<file path="src/rtl/tod_pkg.sv">
`timescale 1ns/1ps
// tod_pkg: shared register map, control field layout and control record
// for the nanosecond time-of-day counter.
package tod_pkg;

    localparam int ADDR_W     = 3;
    localparam int CTRL_W     = 32;
    localparam int PERIOD_LSB = 16;   // period field sits at 25:16
    localparam int SRST_BIT   = 5;
    localparam int BYPASS_BIT = 3;
    localparam int ENABLE_BIT = 2;
    localparam int SRC_W      = 2;
    localparam logic [SRC_W-1:0] SRC_RESET = 2'd1;

    typedef enum logic [ADDR_W-1:0] {
        REG_CTRL   = 3'd0,
        REG_TLO    = 3'd1,
        REG_THI    = 3'd2,
        REG_ADDEND = 3'd3,
        REG_ACCUM  = 3'd4
    } reg_sel_e;

    typedef struct packed {
        logic [9:0]       period;
        logic             srst;
        logic             bypass;
        logic             enable;
        logic [SRC_W-1:0] src;
    } ctrl_t;

endpackage

</file>
<file path="src/rtl/tod_ctrl_regs.sv">
`timescale 1ns/1ps
// tod_ctrl_regs: holds the control record and the rate addend.
// Assumes the caller has already split the write word into a control record
// and that at most one register is written per cycle.
module tod_ctrl_regs
    import tod_pkg::*;
#(
    parameter int WORD_W = 32
) (
    input  logic              clk,
    input  logic              rst_n,
    input  logic              ctrl_we,
    input  ctrl_t             ctrl_wval,
    input  logic              addend_we,
    input  logic [WORD_W-1:0] addend_wval,
    output ctrl_t             ctrl_q,
    output logic [WORD_W-1:0] addend_q,
    output logic [CTRL_W-1:0] ctrl_word
);

    // Control record register, source select resets to its default.
    always_ff @(posedge clk) begin
        if (!rst_n) begin
            ctrl_q        <= '0;
            ctrl_q.src    <= SRC_RESET;
        end else if (ctrl_we) begin
            ctrl_q        <= ctrl_wval;
        end
    end

    // Addend register.
    always_ff @(posedge clk) begin
        if (!rst_n)
            addend_q <= '0;
        else if (addend_we)
            addend_q <= addend_wval;
    end

    // Reassemble the control word for reads; unused bits read zero.
    always_comb begin
        ctrl_word                                  = '0;
        ctrl_word[PERIOD_LSB +: $bits(ctrl_q.period)] = ctrl_q.period;
        ctrl_word[SRST_BIT]                        = ctrl_q.srst;
        ctrl_word[BYPASS_BIT]                      = ctrl_q.bypass;
        ctrl_word[ENABLE_BIT]                      = ctrl_q.enable;
        ctrl_word[SRC_W-1:0]                       = ctrl_q.src;
    end

endmodule

</file>
<file path="src/rtl/tod_rate_accum.sv">
`timescale 1ns/1ps
// tod_rate_accum: fractional rate accumulator. Adds the addend every cycle
// that run is high and reports the carry of that same sum combinationally.
// Assumes clr has priority over run.
module tod_rate_accum #(
    parameter int ACC_W = 32
) (
    input  logic             clk,
    input  logic             rst_n,
    input  logic             clr,
    input  logic             run,
    input  logic [ACC_W-1:0] addend,
    output logic [ACC_W-1:0] acc_q,
    output logic             carry
);

    logic [ACC_W:0] sum;

    // Widened sum of accumulator and addend.
    always_comb sum = {1'b0, acc_q} + {1'b0, addend};

    // Carry only counts on a cycle that actually accumulates.
    always_comb carry = run & sum[ACC_W];

    // Accumulator register.
    always_ff @(posedge clk) begin
        if (!rst_n || clr)
            acc_q <= '0;
        else if (run)
            acc_q <= sum[ACC_W-1:0];
    end

endmodule

</file>
<file path="src/rtl/tod_time_core.sv">
`timescale 1ns/1ps
// tod_time_core: 64-bit nanosecond count with staged low-word load and a
// high-word shadow for coherent split reads.
// Priority per cycle: clear, then load, then advance.
module tod_time_core #(
    parameter int WORD_W   = 32,
    parameter int PERIOD_W = 10,
    localparam int TIME_W  = 2 * WORD_W
) (
    input  logic                clk,
    input  logic                rst_n,
    input  logic                clr,
    input  logic                step_en,
    input  logic [PERIOD_W-1:0] period,
    input  logic                carry,
    input  logic                lo_wr,
    input  logic                hi_wr,
    input  logic [WORD_W-1:0]   wdata,
    input  logic                lo_rd,
    output logic [TIME_W-1:0]   time_q,
    output logic [WORD_W-1:0]   shadow_hi
);

    logic [WORD_W-1:0] stage_lo;
    logic [TIME_W-1:0] step;

    // Increment for one cycle: nominal period plus a carry nanosecond.
    always_comb step = TIME_W'(period) + TIME_W'(carry);

    // Time count register.
    always_ff @(posedge clk) begin
        if (!rst_n || clr)
            time_q <= '0;
        else if (hi_wr)
            time_q <= {wdata, stage_lo};
        else if (step_en)
            time_q <= time_q + step;
    end

    // Staging register for the low half of a pending load.
    always_ff @(posedge clk) begin
        if (!rst_n)
            stage_lo <= '0;
        else if (lo_wr)
            stage_lo <= wdata;
    end

    // High-half shadow captured on each low-half read.
    always_ff @(posedge clk) begin
        if (!rst_n)
            shadow_hi <= '0;
        else if (lo_rd)
            shadow_hi <= time_q[TIME_W-1:WORD_W];
    end

endmodule

</file>
<file path="src/rtl/tod_counter.sv">
`timescale 1ns/1ps
// tod_counter: drift-compensated nanosecond time-of-day counter with a
// word-wide register port. Assumes a single clock domain and single-cycle
// write and read strobes.
module tod_counter
    import tod_pkg::*;
#(
    parameter int WORD_W   = 32,
    parameter int PERIOD_W = 10,
    parameter int ACC_W    = 32,
    localparam int TIME_W  = 2 * WORD_W
) (
    input  logic              clk,
    input  logic              rst_n,
    input  logic              wr_en,
    input  logic [ADDR_W-1:0] wr_addr,
    input  logic [WORD_W-1:0] wr_data,
    input  logic              rd_en,
    input  logic [ADDR_W-1:0] rd_addr,
    output logic [WORD_W-1:0] rd_data
);

    ctrl_t              ctrl_q;
    ctrl_t              ctrl_wval;
    logic [WORD_W-1:0]  addend_q;
    logic [CTRL_W-1:0]  ctrl_word;
    logic [ACC_W-1:0]   acc_q;
    logic               carry;
    logic [TIME_W-1:0]  time_q;
    logic [WORD_W-1:0]  shadow_hi;
    logic               ctrl_we, addend_we, lo_wr, hi_wr, lo_rd;
    logic               acc_run;

    // Write and read strobe decode.
    always_comb begin
        ctrl_we   = wr_en && (wr_addr == REG_CTRL);
        addend_we = wr_en && (wr_addr == REG_ADDEND);
        lo_wr     = wr_en && (wr_addr == REG_TLO);
        hi_wr     = wr_en && (wr_addr == REG_THI);
        lo_rd     = rd_en && (rd_addr == REG_TLO);
    end

    // Split the write word into the control record.
    always_comb begin
        ctrl_wval.period = wr_data[PERIOD_LSB +: PERIOD_W];
        ctrl_wval.srst   = wr_data[SRST_BIT];
        ctrl_wval.bypass = wr_data[BYPASS_BIT];
        ctrl_wval.enable = wr_data[ENABLE_BIT];
        ctrl_wval.src    = wr_data[SRC_W-1:0];
    end

    // The accumulator only runs when counting with compensation.
    always_comb acc_run = ctrl_q.enable && !ctrl_q.bypass && !ctrl_q.srst;

    tod_ctrl_regs #(.WORD_W(WORD_W)) u_regs (
        .clk         (clk),
        .rst_n       (rst_n),
        .ctrl_we     (ctrl_we),
        .ctrl_wval   (ctrl_wval),
        .addend_we   (addend_we),
        .addend_wval (wr_data),
        .ctrl_q      (ctrl_q),
        .addend_q    (addend_q),
        .ctrl_word   (ctrl_word)
    );

    tod_rate_accum #(.ACC_W(ACC_W)) u_accum (
        .clk    (clk),
        .rst_n  (rst_n),
        .clr    (ctrl_q.srst),
        .run    (acc_run),
        .addend (ACC_W'(addend_q)),
        .acc_q  (acc_q),
        .carry  (carry)
    );

    tod_time_core #(.WORD_W(WORD_W), .PERIOD_W(PERIOD_W)) u_time (
        .clk       (clk),
        .rst_n     (rst_n),
        .clr       (ctrl_q.srst),
        .step_en   (ctrl_q.enable),
        .period    (ctrl_q.period),
        .carry     (carry),
        .lo_wr     (lo_wr),
        .hi_wr     (hi_wr),
        .wdata     (wr_data),
        .lo_rd     (lo_rd),
        .time_q    (time_q),
        .shadow_hi (shadow_hi)
    );

    // Read data multiplexer.
    always_comb begin
        case (rd_addr)
            REG_CTRL:   rd_data = WORD_W'(ctrl_word);
            REG_TLO:    rd_data = time_q[WORD_W-1:0];
            REG_THI:    rd_data = shadow_hi;
            REG_ADDEND: rd_data = addend_q;
            REG_ACCUM:  rd_data = WORD_W'(acc_q);
            default:    rd_data = '0;
        endcase
    end

endmodule

</file>
<file path="config.mk">
export PLATFORM = sky130hd
export DESIGN_NAME = tod_counter
export DESIGN_NICKNAME = d
export VERILOG_FILES = /design/src/rtl/tod_pkg.sv /design/src/rtl/tod_ctrl_regs.sv /design/src/rtl/tod_rate_accum.sv /design/src/rtl/tod_time_core.sv /design/src/rtl/tod_counter.sv
export SDC_FILE = /design/constraint.sdc
export NUM_CORES = 1
export LEC_CHECK = 0
export ABC_AREA = 1
export BUFFER_PORTS_ARGS = -buffer_cell sky130_fd_sc_hd__buf_2
export CAP_MARGIN = 5
export CORE_UTILIZATION = 50
export DETAILED_ROUTE_END_ITERATION = 6
export HOLD_SLACK_MARGIN = 0.02
export PLACE_DENSITY = 0.67
export SYNTH_ARGS = -nofsm -noshare
export SYNTH_HDL_FRONTEND = slang
export SYNTH_SLANG_ARGS = --single-unit
</file>
<file path="constraint.sdc">
create_clock -name clk -period 4.8 [get_ports clk]
set_input_delay 0 -clock clk [delete_from_list [all_inputs] [get_ports clk]]
set_output_delay 0 -clock clk [all_outputs]
set_load 0.02 [all_outputs]
</file>
==> results.py <==
metrics = {
    "setup_path": {
        "rr_endpoint": "u_time.time_q[32]",
        "end_kind": "flop",
        "critical_path_class": "flop to flop",
        "reg2reg_slack_ns": 0.33,
        "startpoint_type": "flop",
        "crit_fanout": 5,
        "r2r-start": "u_regs.addend_q[26]",
        "slowest_stage": "ha_1",
        "critPathMaxStageDelay_ns": 0.36,
        "cp_common_cell": "nand2_1",
        "reg2reg_depth": 28,
        "worstPathArrival_ns": 4.85,
        "required_ns": 5.18,
    },
    "min_path": {
        "worstHoldStart": "wr_addr[1]",
        "hold_depth": 5,
        "holdPathEnd": "u_time.time_q[29]",
        "worst_hold_path_type": "input port to flop",
    },
    "cells_and_area": {
        "fin_cells": 2659,
        "layout.nets": 2389,
        "drive_gt1_frac": 0.0984,
        "num_antenna_cells": 0,
        "design_area_mm2": 0.0157,
        "nFillCells": 2700,
        "area_delta_synth_final_pct": 13.9,
        "postLayoutCoreUtil": 0.581,
    },
    "logic_synthesis": {
        "seq_area_frac_synth": 0.301,
        "synth_cell_types": 43,
        "synthArstFlopShare": 0,
        "yosysWarnings": 0,
        "synth_edf_count": 0,
        "ys_ff_latch": 207,
        "avgSynthCellArea_um2": 6.18,
        "synthFlopType": "dfxtp_1",
        "syn_nets": 2315,
        "syn-cell-area_mm2": 0.0138,
        "synth_cells": 2226,
    },
    "global_route": {
        "grt_use_total": 0.381,
        "grt_max_degree": 112,
        "first_global_vias": 14300,
        "grt_pass1_wl_um": 82100,
        "grt_overflow": 0,
        "antenna_found_initial": 0,
    },
    "placed_design": {
        "dp_cells": 2576,
        "post_dp_cell_area_mm2": 0.0143,
        "dp_hpwl_um": 41200,
        "finalWeightedCongestion": 1.01,
        "portBuffers": 73,
    },
    "timing": {
        "setup-tns-final_ns": 0,
        "setup_viol": 0,
        "rsz0062_at_grt": "false",
        "hold_viol": 0,
        "holdWs_ns": 0.0707,
        "clock.fmax_mhz": 224,
        "final.period_utilization": 0.931,
        "fin_crit_ns": 4.47,
        "relSlewSlack": 0.178,
        "worst_slew_pin_slew_ns": 1.23,
        "slew_viol_final": 0,
        "fin_skew_ns": 0.00811,
    },
    "floorplan": {
        "die_w_um": 168,
        "fp.dieArea_mm2": 0.0282,
        "ios": 74,
        "fp.coreArea_mm2": 0.0270,
        "start_util": 0.510,
        "rows": 60,
        "die_h_um": 168,
    },
    "run_status": {
        "outcome": "finished, final reports clean",
    },
    "routing": {
        "antenna_left": 0,
        "wire_per_inst_um": 20.5,
        "remaining_drc_errors": 0,
        "dr.pass1.iters": 5,
        "drtIter0Drc": 1591,
        "vias": 15300,
        "vias_per_cell": 5.75,
        "drt_wl_total_um": 54600,
    },
    "pwr": {
        "power_density_mw_per_mm2": 258,
        "leakage_nw": 6.98,
        "peakVddDrop_mv": 0.224,
    },
    "clock_network": {
        "h-tree-depth": 1,
        "path_clk_slew_ns": 0.06,
        "cts.sink_count": 207,
        "clock-root-buffer": "clkbuf_16",
        "cts_buffer_depth": 3,
        "cts_buffers": 25,
        "tritoncts": "yes",
        "clk_latency_ns": 0.53,
    },
    "flow_run": {
        "cap_violations": 0,
    },
}
==> cells in the mapped netlist, types with 3 or more instances <==
cell        n  area (µm²)
a21oi_1   229        1150
a221o_1    17         170
a221oi_1   13         114
a31oi_1    13        81.3
buf_1       7        26.3
buf_2      12        60.1
buf_6       3        33.8
clkbuf_1   57         214
clkinv_1    3        11.3
dfxtp_1   207        4140
ha_1       45         563
inv_1     402        1510
inv_2      10        37.5
nand2_1   529        1990
nand2_2    19         119
nand3_1   149         746
nand4_1    30         188
nor2_1    138         518
nor2_2     11        68.8
nor2_4      4        45.0
nor3_1     14        70.1
nor3_2      9        90.1
nor4_1      3        18.8
o21ai_0   186         931
o22ai_1    58         363
or2_2       4        25.0
xor2_1     33         289
==> per-stage QoR <==
step / power [W] / setup slack, ns
floorplan: 0.00207 / 1.03
global placement: 0.00220 / 0.0598
CTS: 0.00403 / 0.00183
detailed placement: 0.00221 / 0.0678
finish: 0.00404 / 0.332
global route: 0.00414 / 0.0140
==> final cells by class <==
cell class | instances | area (µm²) | share of cell area
tap | 341 | 427 | 0.0272
clock inverter | 13 | 100 | 0.00639
clock buffer | 32 | 672 | 0.0429
sequential | 207 | 4140 | 0.264
timing repair buffer | 128 | 868 | 0.0554
inverter | 415 | 1560 | 0.0994
multi-input combinational | 1523 | 7900 | 0.504
==> critical path: cells and delay by family, from the launching register on <==
| family | cells | cell delay, ns |
|---|---|---|
| AOI/OAI and AO/OA | 2 | 0.22 |
| xor gates and xnor gates | 1 | 0.13 |
| adders and majority gates | 3 | 0.93 |
| buffers and inverters | 2 | 0.26 |
| DFF | 1 | 0.31 |
| and+or+nand+nor | 20 | 2.44 |
==> how the worst max path moves through the flow <==
stage / end / slack [ns] / start / depth (start not counted)
2_1_floorplan: u_time.time_q[47] / 1.03 / u_regs.addend_q[0] / 30
3_3_place_gp: u_time.time_q[42] / 0.06 / u_regs.addend_q[23] / 27
3_5_place_dp: u_time.time_q[50] / 0.07 / u_regs.addend_q[23] / 27
4_1_cts: u_time.time_q[50] / 0.002 / u_accum.acc_q[23] / 27
5_1_grt: u_time.time_q[57] / 0.01 / u_regs.addend_q[0] / 32
6_report: u_time.time_q[32] / 0.33 / u_regs.addend_q[26] / 28
==> cells in the final DEF, fill, tap and decap left out, types with 23 or more instances in the layout <==
cell             n
dfxtp_1        207
o21ai_0        185
a21oi_1        227
dlygate4sd3_1   36
ha_1            41
o22ai_1         58
clkbuf_16       25
nor2_1         126
nand3_1        145
nand2_2         23
inv_1          400
buf_2           73
nand4_1         30
nand2_1        521
xor2_1          32
==> where the power goes <==
group | leakage [nW] | switching (W) | total (W) | internal (W)
clock | 0.386 | 0.000780 | 0.00182 | 0.00104
combinational | 4.91 | 0.000276 | 0.000403 | 0.000127
sequential | 1.68 | 0.0000409 | 0.00181 | 0.00177
total | 6.98 | 0.00110 | 0.00404 | 0.00294
==> flip-flops by register name, summed over array words and instances (netlist names) <==
signal and count:
u_accum.acc_q 32, u_time.shadow_hi 32, u_time.time_q 64, u_regs.ctrl_q 15, u_regs.addend_q 32, u_time.stage_lo 32
==> logic make-up (layout without fill, tap and decap cells) <==
family                     Yosys count  in the layout  synth area share
DFF                                207            207             0.301
and+or+nand+nor                    914            914             0.284
buffers and inverters              496            588             0.138
xor gates and xnor gates            34             34            0.0216
AOI/OAI and AO/OA                  528            528             0.211
adders and majority gates           47             47            0.0438
==> per-layer routing <==
layer | wire length [µm] | part of all wire | global-route usage | vias to the layer above
met5 | 0 | 0 | 0 | -
met4 | 2610 | 0.048 | 0.173 | 0
met3 | 4130 | 0.076 | 0.0512 | 134
met2 | 24700 | 0.45 | 0.622 | 693
met1 | 23200 | 0.42 | 0.501 | 7109
li1 | - | - | - | 7365
==> repair_timing <==
action	4_1_cts	5_1_grt
buffers inserted	0	2
gates resized for setup	0	43
setup endpoints to repair	0	55
hold endpoints to repair	108	0
hold buffers	36	0
(Power assumes the default switching activity.)
